### src/rtl/csb_pkg.sv
// Package: shared constants for the carry-select-before-sum adder.
// Assumes nothing; holds only elaboration-time limits.
package csb_pkg;
    localparam int unsigned MIN_WIDTH = 2;
endpackage

### src/rtl/csb_half_words.sv
// Module: bitwise half-sum and half-carry generation.
// Assumes both operands share the width WIDTH.
module csb_half_words #(
    parameter int unsigned WIDTH = 16
) (
    input  logic [WIDTH-1:0] a,
    input  logic [WIDTH-1:0] b,
    output logic [WIDTH-1:0] half_sum,
    output logic [WIDTH-1:0] half_carry
);
    // Per-bit propagate and generate terms.
    always_comb begin
        half_sum   = a ^ b;
        half_carry = a & b;
    end
endmodule

### src/rtl/csb_carry_chain.sv
// Module: one anticipated carry word for a fixed assumed incoming carry.
// Assumes WIDTH >= 2. SEED picks the reduced bit-0 form at elaboration.
module csb_carry_chain #(
    parameter int unsigned WIDTH = 16,
    parameter bit          SEED  = 1'b0
) (
    input  logic [WIDTH-1:0] half_sum,
    input  logic [WIDTH-1:0] half_carry,
    output logic [WIDTH-1:0] carry
);
    // Bit 0: the fixed seed folds into the generate/propagate terms.
    if (SEED) begin : g_seed_one
        assign carry[0] = half_sum[0] | half_carry[0];
    end else begin : g_seed_zero
        assign carry[0] = half_carry[0];
    end

    // Upper bits: ripple generate-or-propagate.
    for (genvar i = 1; i < WIDTH; i++) begin : g_link
        assign carry[i] = (carry[i-1] & half_sum[i]) | half_carry[i];
    end
endmodule

### src/rtl/csb_carry_pick.sv
// Module: AND-OR selection between the two anticipated carry words.
// Assumes carry_zero implies carry_one bit by bit, so no mux is needed.
module csb_carry_pick #(
    parameter int unsigned WIDTH = 16
) (
    input  logic [WIDTH-1:0] carry_zero,
    input  logic [WIDTH-1:0] carry_one,
    input  logic             cin,
    output logic [WIDTH-1:0] carry_sel
);
    // One AND-OR gate per bit.
    for (genvar i = 0; i < WIDTH; i++) begin : g_pick
        assign carry_sel[i] = carry_zero[i] | (cin & carry_one[i]);
    end
endmodule

### src/rtl/csb_sum_row.sv
// Module: the single final-sum XOR row.
// Assumes carry_sel is the carry word already chosen for the real cin.
module csb_sum_row #(
    parameter int unsigned WIDTH = 16
) (
    input  logic [WIDTH-1:0] half_sum,
    input  logic [WIDTH-1:0] carry_sel,
    input  logic             cin,
    output logic [WIDTH-1:0] sum
);
    // Bit 0 takes the real carry-in directly.
    assign sum[0] = half_sum[0] ^ cin;

    // Upper bits take the selected carry from the bit below.
    for (genvar i = 1; i < WIDTH; i++) begin : g_xor
        assign sum[i] = half_sum[i] ^ carry_sel[i-1];
    end
endmodule

### src/rtl/csb_adder.sv
// Module: top of the carry-select-before-sum adder stage.
// Purely combinational. WIDTH must be at least csb_pkg::MIN_WIDTH.
module csb_adder #(
    parameter int unsigned WIDTH = 16
) (
    input  logic [WIDTH-1:0] a,
    input  logic [WIDTH-1:0] b,
    input  logic             cin,
    output logic [WIDTH-1:0] sum,
    output logic             cout
);
    localparam int unsigned MSB = WIDTH - 1;

    if (WIDTH < csb_pkg::MIN_WIDTH) begin : g_width_bad
        $error("csb_adder: WIDTH below minimum");
    end

    logic [WIDTH-1:0] half_sum;
    logic [WIDTH-1:0] half_carry;
    logic [WIDTH-1:0] carry_zero;
    logic [WIDTH-1:0] carry_one;
    logic [WIDTH-1:0] carry_sel;

    csb_half_words #(.WIDTH(WIDTH)) u_half (
        .a          (a),
        .b          (b),
        .half_sum   (half_sum),
        .half_carry (half_carry)
    );

    csb_carry_chain #(.WIDTH(WIDTH), .SEED(1'b0)) u_chain_zero (
        .half_sum   (half_sum),
        .half_carry (half_carry),
        .carry      (carry_zero)
    );

    csb_carry_chain #(.WIDTH(WIDTH), .SEED(1'b1)) u_chain_one (
        .half_sum   (half_sum),
        .half_carry (half_carry),
        .carry      (carry_one)
    );

    csb_carry_pick #(.WIDTH(WIDTH)) u_pick (
        .carry_zero (carry_zero),
        .carry_one  (carry_one),
        .cin        (cin),
        .carry_sel  (carry_sel)
    );

    csb_sum_row #(.WIDTH(WIDTH)) u_sum (
        .half_sum  (half_sum),
        .carry_sel (carry_sel),
        .cin       (cin),
        .sum       (sum)
    );

    // Carry-out leaves straight from the selector, ahead of the sum row.
    assign cout = carry_sel[MSB];
endmodule

### config.mk
export PLATFORM = sky130hd
export DESIGN_NAME = csb_adder
export DESIGN_NICKNAME = d
export VERILOG_FILES = /design/src/rtl/csb_pkg.sv /design/src/rtl/csb_half_words.sv /design/src/rtl/csb_carry_chain.sv /design/src/rtl/csb_carry_pick.sv /design/src/rtl/csb_sum_row.sv /design/src/rtl/csb_adder.sv
export SDC_FILE = /design/constraint.sdc
export NUM_CORES = 1
export LEC_CHECK = 0
export BUFFER_PORTS_ARGS = -buffer_cell sky130_fd_sc_hd__buf_2
export CAP_MARGIN = 20
export CORE_MARGIN = 3
export CORE_UTILIZATION = 54
export DETAILED_ROUTE_END_ITERATION = 8
export GPL_ROUTABILITY_DRIVEN = 0
export MAX_ROUTING_LAYER = met4
export PLACE_DENSITY_LB_ADDON = 0.15
export SYNTH_ARGS = -nofsm -noshare
export SYNTH_HDL_FRONTEND = slang
export SYNTH_HIERARCHICAL = 1
export SYNTH_SLANG_ARGS = --single-unit
export TNS_END_PERCENT = 20
### constraint.sdc
create_clock -name vclk -period 4.03
set_input_delay 0 -clock vclk [all_inputs]
set_output_delay 0 -clock vclk [all_outputs]
set_load 0.02 [all_outputs]
======== Word level (Yosys, flattened, before mapping) ========
Cells that the tools add are included.
operators by class
  bitwise gates (word level) .............. 111
operator list
  operator          count
  $or A1 B1 Y1      47
  $and A1 B1 Y1     46
  $and A16 B16 Y16  1
  $xor A1 B1 Y1     16
  $xor A16 B16 Y16  1
word-level totals
  register bits after elaboration ......... 0
  input bits .............................. 33

======== Logic depth before layout (Yosys ltp) ========
Gate-level depths: netlist of the first run.
  word-level depth ........................ 34
  depth in mapped cells ................... 8
  mapped depth without buffers ............ 8

======== Modules after synthesis ========
Netlist of the first run, hierarchy kept.
modules (own cells, without submodules)
  module                           instances  cells an instance  area an instance (µm²)  sequential area each (µm²)
  csb_carry_chain at u_chain_one   1          36                 286.5                   0.0
  csb_carry_chain at u_chain_zero  1          40                 280.3                   0.0
  csb_half_words                   1          16                 200.2                   0.0
  csb_carry_pick                   1          18                 150.1                   0.0
  csb_sum_row                      1          16                 140.1                   0.0

======== Worst setup path after synthesis of the first run ========
OpenSTA, ideal clock, no wires.
  path kind ............................... input -> output
  from .................................... in a[7]
  to ...................................... out sum[15]
  data arrival time ....................... 2.157 ns
  required time ........................... 4.030 ns
  setup slack ............................. 1.873 ns
  stages .................................. 8
  buffers on the path ..................... 0
  cells stage by stage .................... ha_1 > a21o_1 > a21o_1 > a31o_4 > or4b_4 > a31o_2 > a21o_1 > xor2_1
between the ends
  elaborated cells between the ends (all ways) .. 37
  those cells by class .................... bitwise (37)
RTL lines
  what                RTL line               RTL
  start: declaration  csb_adder.sv:6         input logic [WIDTH-1:0] a,
  $xor A16 B16 Y16    csb_half_words.sv:13   half_sum = a ^ b;
  $and A1 B1 Y1       csb_carry_chain.sv:20  assign carry[i] = (carry[i-1] & half_sum[i]) | half_carry[i];
  $or A1 B1 Y1 (*)    csb_carry_chain.sv:20
  $and A1 B1 Y1 (*)   csb_carry_chain.sv:20
  $or A1 B1 Y1 (*)    csb_carry_chain.sv:20
  net carry_zero[8]   csb_adder.sv:20        logic [WIDTH-1:0] carry_zero;
  $and A1 B1 Y1 (*)   csb_carry_chain.sv:20
  $or A1 B1 Y1 (*)    csb_carry_chain.sv:20
  [6 not listed]      n/a
  $and A1 B1 Y1 (*)   csb_carry_chain.sv:20
  $or A1 B1 Y1 (*)    csb_carry_chain.sv:20
  $and A1 B1 Y1 (*)   csb_carry_chain.sv:20
  $or A1 B1 Y1 (*)    csb_carry_chain.sv:20
  net carry_zero[14]  csb_adder.sv:20
  $or A1 B1 Y1 (*)    csb_carry_pick.sv:13   assign carry_sel[i] = carry_zero[i] | (cin & carry_one[i]);
  net carry_sel[14]   csb_adder.sv:22        logic [WIDTH-1:0] carry_sel;
  $xor A1 B1 Y1 (*)   csb_sum_row.sv:16      assign sum[i] = half_sum[i] ^ carry_sel[i-1];
  end: declaration    csb_adder.sv:9         output logic [WIDTH-1:0] sum,
The timed path passes the listed nets; every way through them passes the cells marked *.

======== Final worst setup path of the first run ========
  from .................................... in a[2]
  to ...................................... out sum[15]
between the ends
  elaborated cells between the ends (all ways) .. 57
  those cells by class .................... bitwise (57)
RTL lines
  what                RTL line               RTL
  $xor A16 B16 Y16    csb_half_words.sv:13
  net half_sum[2]     csb_adder.sv:18        logic [WIDTH-1:0] half_sum;
  $and A1 B1 Y1       csb_carry_chain.sv:20
  $or A1 B1 Y1        csb_carry_chain.sv:20
  $and A1 B1 Y1       csb_carry_chain.sv:20
  $or A1 B1 Y1        csb_carry_chain.sv:20
  $and A1 B1 Y1       csb_carry_chain.sv:20
  $or A1 B1 Y1        csb_carry_chain.sv:20
  [8 not listed]      n/a
  net carry_zero[8]   csb_adder.sv:20
  [8 not listed]      n/a
  $and A1 B1 Y1       csb_carry_chain.sv:20
  $or A1 B1 Y1        csb_carry_chain.sv:20
  $and A1 B1 Y1       csb_carry_chain.sv:20
  $or A1 B1 Y1        csb_carry_chain.sv:20
  net carry_zero[14]  csb_adder.sv:20
  $or A1 B1 Y1        csb_carry_pick.sv:13
  net carry_sel[14]   csb_adder.sv:22
  $xor A1 B1 Y1       csb_sum_row.sv:16
The timed path passes the listed nets, and every way through them passes these cells.

==> impl_metrics.py, run 1 <==
metrics = {
    "sta": {
        "setup_viol": 0,
        "finalSetupTns_ps": 0,
        "fin_ws_ps": 1720,
        "post-route-min-period_ps": 2310,
        "rsz0062_at_grt": "false",
        "slew_violations": 0,
        "fmax_ghz": 0.434,
        "finalCritPeriodShare_pct": 57.2,
        "tightest_slew_ps": 337,
        "finalHoldViolCount": 0,
        "relSlewSlack_pct": 77.5,
    },
    "detailed_routing": {
        "vias": 1126,
        "drcViolationCount": 0,
        "drt_iter0_markers": 16,
        "final_antenna_net_count": 0,
        "wire_per_inst_microns": 11.8,
        "drt-total-wl_mm": 2.34,
        "viasPerCell": 5.69,
        "drt_first_pass_iters": 4,
    },
    "critical_path": {
        "worstSetupPathType": "in2out",
        "worstPathMaxFanout": 5,
        "worstPathCellList": "buf_2 > ha_1 > o21ai_0 > o21ai_1 > a31o_4 > or4b_4 > a31o_2 > a21o_1 > xor2_1 > buf_2",
        "endpoint_kind": "output pin",
        "crit_slowest_cell": "or4b_4",
        "required_ps": 4030,
        "slowest_delay_ps": 480,
        "worst_ep_arrival_time_ps": 2310,
        "crit_buf_inv": 2,
        "crit_family": "compound AO/OA/AOI/OAI gates",
        "crit_top_cell": "buf_2",
        "cp-start-kind": "primary input",
    },
    "placement": {
        "port-buffer-count": 50,
        "dpl.hpwl_mm": 1.96,
        "pre_cts_ws_ps": 1730,
        "dpl_cell_area_sq_um": 1310,
    },
    "final_layout": {
        "drive_gt1_share_pct": 42.2,
        "seqCellArea_sq_um": 0,
        "final_common_cell": "buf_2",
        "seq_cells": 0,
        "fillers": 157,
        "final_cell_mix": "buf_2, a21o_1, ha_1, xor2_1, a21o_2",
        "clock_buffers": 0,
        "n_antenna_cell": 0,
        "fin_nets": 224,
        "area_growth_pct": 23.8,
        "fin_area_sq_um": 1310,
    },
    "pwr": {
        "finalPower_mw": 0.290,
        "power.leakage_nw": 0.786,
        "vdd_drop_max_mv": 0.139,
        "powerDensity_nw_per_um2": 222,
    },
    "min_path": {
        "hold_end": "sum[0]",
        "hold_path_class": "in2out",
        "hp-start": "b[0]",
        "worstHoldPathCells": 4,
    },
    "outcome": {
        "status": "complete, no violations",
    },
    "logic_synthesis": {
        "synth_area_per_cell_sq_um": 8.39,
        "postSynthCellCount": 126,
        "ys_seq_area_share_pct": 0,
        "synth_cell_types": 35,
        "yosysWarningCount": 6,
        "syn-num-nets": 175,
        "synth_area_sq_um": 1060,
    },
    "global_routing": {
        "grt.busiest_layer": "met2",
        "gr-total-overflow": 0,
        "track_usage_pct": 17.9,
        "antenna_found_initial": 0,
        "grt_use_met1_pct": 21.1,
        "grt_pass1_vias": 974,
        "use_met3_pct": 0,
        "grt_pass1_wl_mm": 3.77,
        "grt_max_degree": 18,
        "met2_usage_pct": 35.4,
    },
    "clock_tree": {
        "cts-resized-gates": 0,
        "post_cts_buffers": 0,
        "ctsHoldBuffers": 0,
    },
    "floorplan": {
        "fp.dieW_microns": 50.3,
        "die-area_sq_um": 2530,
        "std_cell_rows": 15,
        "pin_count": 50,
        "start_util_pct": 59.3,
        "die_y_microns": 50.3,
        "coreArea_sq_um": 1780,
    },
    "run": {
        "max-cap-violations": 0,
    },
}
-- kinds of logic after synthesis --
kind of cell             count (synthesis)  share of synthesized area, %
buffers and inverters                    6                          3.91
AND/OR/NAND/NOR                         17                          9.59
AO/OA/AOI/OAI                           71                          54.3
XOR/XNOR                                16                          13.3
adder cells (fa/ha/maj)                 16                          18.9
-- routing by layer --
layer,part of all wire (%),routed length [microns]
met4,0,0
met2,51,1190
met1,45,1050
met5,0,0
met3,4.4,104
-- cell type report --
cell class | instances | area, sq um | share of cell area, %
inverter | 3 | 11.3 | 0.860
multi-input combinational | 120 | 1020 | 77.6
tap | 25 | 31.3 | 2.39
timing repair buffer | 50 | 250 | 19.1
-- synthesized netlist by cell type --
| cell type | instances | share of area, % |
|---|---|---|
| o22a_4 | 1 | 1.7 |
| a2111oi_2 | 1 | 1.4 |
| xor2_1 | 16 | 13 |
| a31o_4 | 1 | 1.7 |
| buf_4 | 1 | 0.71 |
| a221o_1 | 1 | 0.95 |
| buf_6 | 2 | 2.1 |
| or3_4 | 1 | 1.1 |
| or4b_4 | 1 | 1.3 |
| nand2b_1 | 3 | 1.8 |
| o221ai_2 | 1 | 1.4 |
| o21ai_0 | 6 | 2.8 |
| a21oi_1 | 6 | 2.8 |
| nand2_1 | 4 | 1.4 |
| o21a_1 | 4 | 2.8 |
| a31o_2 | 3 | 2.5 |
| o21bai_4 | 1 | 1.8 |
| o21bai_1 | 2 | 1.4 |
| a211oi_2 | 1 | 1.2 |
| and3_1 | 1 | 0.59 |
| nand4_1 | 1 | 0.59 |
| nor2_1 | 2 | 0.71 |
| o21ai_2 | 2 | 1.7 |
| o22a_1 | 1 | 0.83 |
| o21ai_1 | 1 | 0.47 |
| o211ai_1 | 1 | 0.71 |
| a21o_2 | 8 | 6.6 |
| or2_2 | 2 | 1.2 |
| ha_1 | 16 | 19 |
| inv_1 | 3 | 1.1 |
| a31o_1 | 1 | 0.83 |
| a211oi_1 | 1 | 0.71 |
| o2111ai_1 | 1 | 0.83 |
| a21o_1 | 27 | 19 |
| nor3_1 | 2 | 0.95 |
-- stage by stage --
| step | hold slack [ps] | std cells | utilization (%) |
|---|---|---|---|
| finish | 449 | 198 | 73.4 |
| global route | 490 | 198 | 73.4 |
| CTS | 456 | 198 | 73.4 |
| detailed placement | 456 | 198 | 73.4 |
| global placement | 441 | 198 | 73.4 |
| floorplan | 128 | 126 | - |
-- tightest hold or removal path: cells and delay by family --
family / cells / cell delay, ps
xor gates and xnor gates: 1 / 70
adders and majority gates: 1 / 150
buffers and inverters: 2 / 230
-- how the worst max path moves through the flow --
stage | startpoint | end | slack [ps] | depth (start not counted)
2_1_floorplan | a[7] | sum[15] | 1870 | 8
3_3_place_gp | a[2] | sum[15] | 1770 | 10
3_5_place_dp | a[2] | sum[15] | 1730 | 10
4_1_cts | a[2] | sum[15] | 1720 | 10
5_1_grt | a[2] | sum[15] | 1530 | 10
6_report | a[2] | sum[15] | 1720 | 10
-- power by group --
part,internal [mW],switching [mW]
registers,0,0
logic,0.129,0.161
clock network,0,0
total,0.129,0.161
Power figures use the tool's default switching activity.
==> run 2: changes to the inputs <==
--- a/config.mk
+++ b/config.mk
@@ -5,10 +5,11 @@
 export SDC_FILE = /design/constraint.sdc
 export NUM_CORES = 1
 export LEC_CHECK = 0
+export ABC_AREA = 1
 export BUFFER_PORTS_ARGS = -buffer_cell sky130_fd_sc_hd__buf_2
 export CAP_MARGIN = 20
 export CORE_MARGIN = 3
-export CORE_UTILIZATION = 54
+export CORE_UTILIZATION = 47
 export DETAILED_ROUTE_END_ITERATION = 8
 export GPL_ROUTABILITY_DRIVEN = 0
 export MAX_ROUTING_LAYER = met4
==> constraint.sdc (replaced) <==
create_clock -name vclk -period 2.1
set_input_delay 0 -clock vclk [all_inputs]
set_output_delay 0 -clock vclk [all_outputs]
set_load 0.02 [all_outputs]
==> impl_metrics.py, run 2 <==
metrics = {
    "floorplan": {
        "die_y_microns": 56.9,
        "start_util_pct": 52.0,
        "fp.dieW_microns": 56.9,
        "pin_count": 50,
        "die-area_sq_um": 3230,
        "coreArea_sq_um": 2340,
        "std_cell_rows": 17,
    },
    "logic_synthesis": {
        "synth_cell_types": 9,
        "synth_area_sq_um": 1220,
        "syn-num-nets": 287,
        "synth_area_leaders": "nand2_2, nand2_1, inv_1, ha_1, buf_12",
        "yosysWarningCount": 6,
        "yosysMostFrequentCell": "nand2_1",
        "yosysTopAreaCell": "nand2_2",
        "synthTopCellsByCount": "nand2_1, inv_1, nand2_2",
        "synth_area_per_cell_sq_um": 5.11,
        "yosysTopAreaCellShare_pct": 30.3,
        "ys_seq_area_share_pct": 0,
        "postSynthCellCount": 238,
    },
    "detailed_routing": {
        "final_antenna_net_count": 0,
        "viasPerCell": 4.02,
        "drt_iter0_markers": 22,
        "drt_first_pass_iters": 4,
        "drcViolationCount": 0,
        "top_layer_used": "met3",
        "wire_per_inst_microns": 7.02,
        "wl_met1_mm": 1.15,
        "drt-total-wl_mm": 2.26,
        "dr_wl_met3_microns": 114,
        "vias": 1295,
        "dr_wl_met2_mm": 1.00,
    },
    "pwr": {
        "pwr-share-clk_pct": 0,
        "power.leakage_nw": 1.15,
        "internal_power_mw": 0.230,
        "vdd_drop_max_mv": 0.222,
        "seq_power_share_pct": 0,
        "p_sw_mw": 0.319,
        "comb_power_share_pct": 100.0,
        "p_sw_share_pct": 58.1,
        "powerDensity_nw_per_um2": 341,
    },
    "critical_path": {
        "slowest_delay_ps": 260,
        "crit_slowest_cell": "ha_4",
        "worstSetupPathType": "in2out",
        "cp-start-kind": "primary input",
        "required_ps": 2100,
        "crit_top_cell": "nand2_2",
        "endpoint_kind": "output pin",
        "worstPathMaxFanout": 3,
        "endpoint": "sum[14]",
        "startpoint": "b[1]",
        "worst_ep_arrival_time_ps": 2350,
    },
    "final_layout": {
        "n_antenna_cell": 0,
        "fin_cells": 322,
        "seqCellArea_sq_um": 0,
        "seq_cells": 0,
        "final_cell_mix": "inv_1, nand2_1, nand2_2",
        "fin_nets": 345,
        "fillers": 248,
        "multi_input_area_sq_um": 920,
        "drive_gt1_share_pct": 43.5,
        "clock_buffers": 0,
        "area_growth_pct": 32.3,
    },
    "global_routing": {
        "antenna_found_initial": 0,
        "grt_pass1_wl_mm": 4.07,
        "track_usage_pct": 14.7,
        "grt_max_degree": 19,
        "grt_pass1_vias": 1100,
        "gr-total-overflow": 0,
    },
    "placement": {
        "place_inst": 322,
        "port-buffer-count": 50,
        "dpl.hpwl_mm": 1.97,
    },
    "sta": {
        "post-route-min-period_ps": 2350,
        "slew_violations": 0,
        "finalCritPeriodShare_pct": 112,
        "fin_ws_ps": -254,
        "setup_viol": 4,
        "rsz0062_at_grt": "true",
        "whs_ps": 492,
        "fmax_ghz": 0.425,
        "finalSetupTns_ps": -747,
        "finalHoldViolCount": 0,
        "tightest_slew_ps": 371,
        "relSlewSlack_pct": 75.3,
    },
    "clock_tree": {
        "post_cts_buffers": 0,
        "ctsHoldBuffers": 0,
    },
    "outcome": {
        "status": "finished, violations left",
        "violations": "setup timing",
    },
    "run": {
        "max-cap-violations": 0,
    },
    "min_path": {
        "worstHoldPathCells": 5,
        "hold_path_class": "in2out",
    },
}
==> run 2: cell count changes in the layout (fill, tap and decap cells not counted), sizes merged, moves of 3 or more <==
cell    change
a21o       -35
a21oi       -6
a31o        -5
buf         +9
inv        +75
nand2     +135
nand2b      -3
o21a        -4
o21ai       -8
o21bai      -3
xor2       -16
==> run 2: what timing repair did <==
action,CTS,global route
resized for setup,5,10
endpoints found under the hold margin,0,0
setup endpoints to repair,4,6
==> run 2: worst min-delay path by stage <==
stage,startpoint,endpoint,slack [ps]
after detailed placement,b[15],sum[15],520
after floorplan,cin,sum[0],170
final,b[15],sum[15],490
after global placement,b[15],sum[15],520
after global routing,b[15],sum[15],540
after CTS,b[14],sum[14],520
==> run 2: area by class of cell <==
cell class | instances | share of cell area (%)
inverter | 78 | 18.2
multi-input combinational | 157 | 57.2
tap | 28 | 2.18
timing repair buffer | 59 | 22.5
==> run 2: power by group through the flow <==
| stage | clock [mW] | combinational, mW | sequential, mW |
|---|---|---|---|
| after global placement | 0 | 0.521 | 0 |
| after detailed placement | 0 | 0.528 | 0 |
| after global routing | 0 | 0.623 | 0 |
| after floorplan | 0 | 0.388 | 0 |
| after CTS | 0 | 0.540 | 0 |
| final | 0 | 0.549 | 0 |
==> run 2: logic make-up (layout without fill, tap and decap cells) <==
group           after synthesis  in the layout  share of synthesized area [%]
simple gates                140            140                           55.6
buf+inv                      81            137                           27.3
fa+ha+maj                    16             16                           16.5
compound gates                1              1                          0.720
==> run 2: metal layers <==
layer | GRT usage (%) | vias up
li1 | - | 769
met1 | 19.9 | 496
met2 | 25.9 | 30
met3 | 0.230 | 0
met4 | 0 | 0
met5 | - | -
==> run 2: worst max-delay path, delay by kind of cell <==
kind                     cells  cell delay (ps)
adder cells (fa/ha/maj)      1              260
buffers and inverters        4              350
AND/OR/NAND/NOR             29             1710
AO/OA/AOI/OAI                1               50
==> run 2: stage by stage <==
stage	setup slack [ps]	util [%]	instance area, sq um	total power [mW]
final	-254	68.8	1610	0.549
after global routing	-527	68.8	1610	0.623
after CTS	-326	67.2	1570	0.540
after detailed placement	-320	66.6	1560	0.528
after global placement	-283	66.6	1560	0.521
after floorplan	36.1	-	1240	0.388
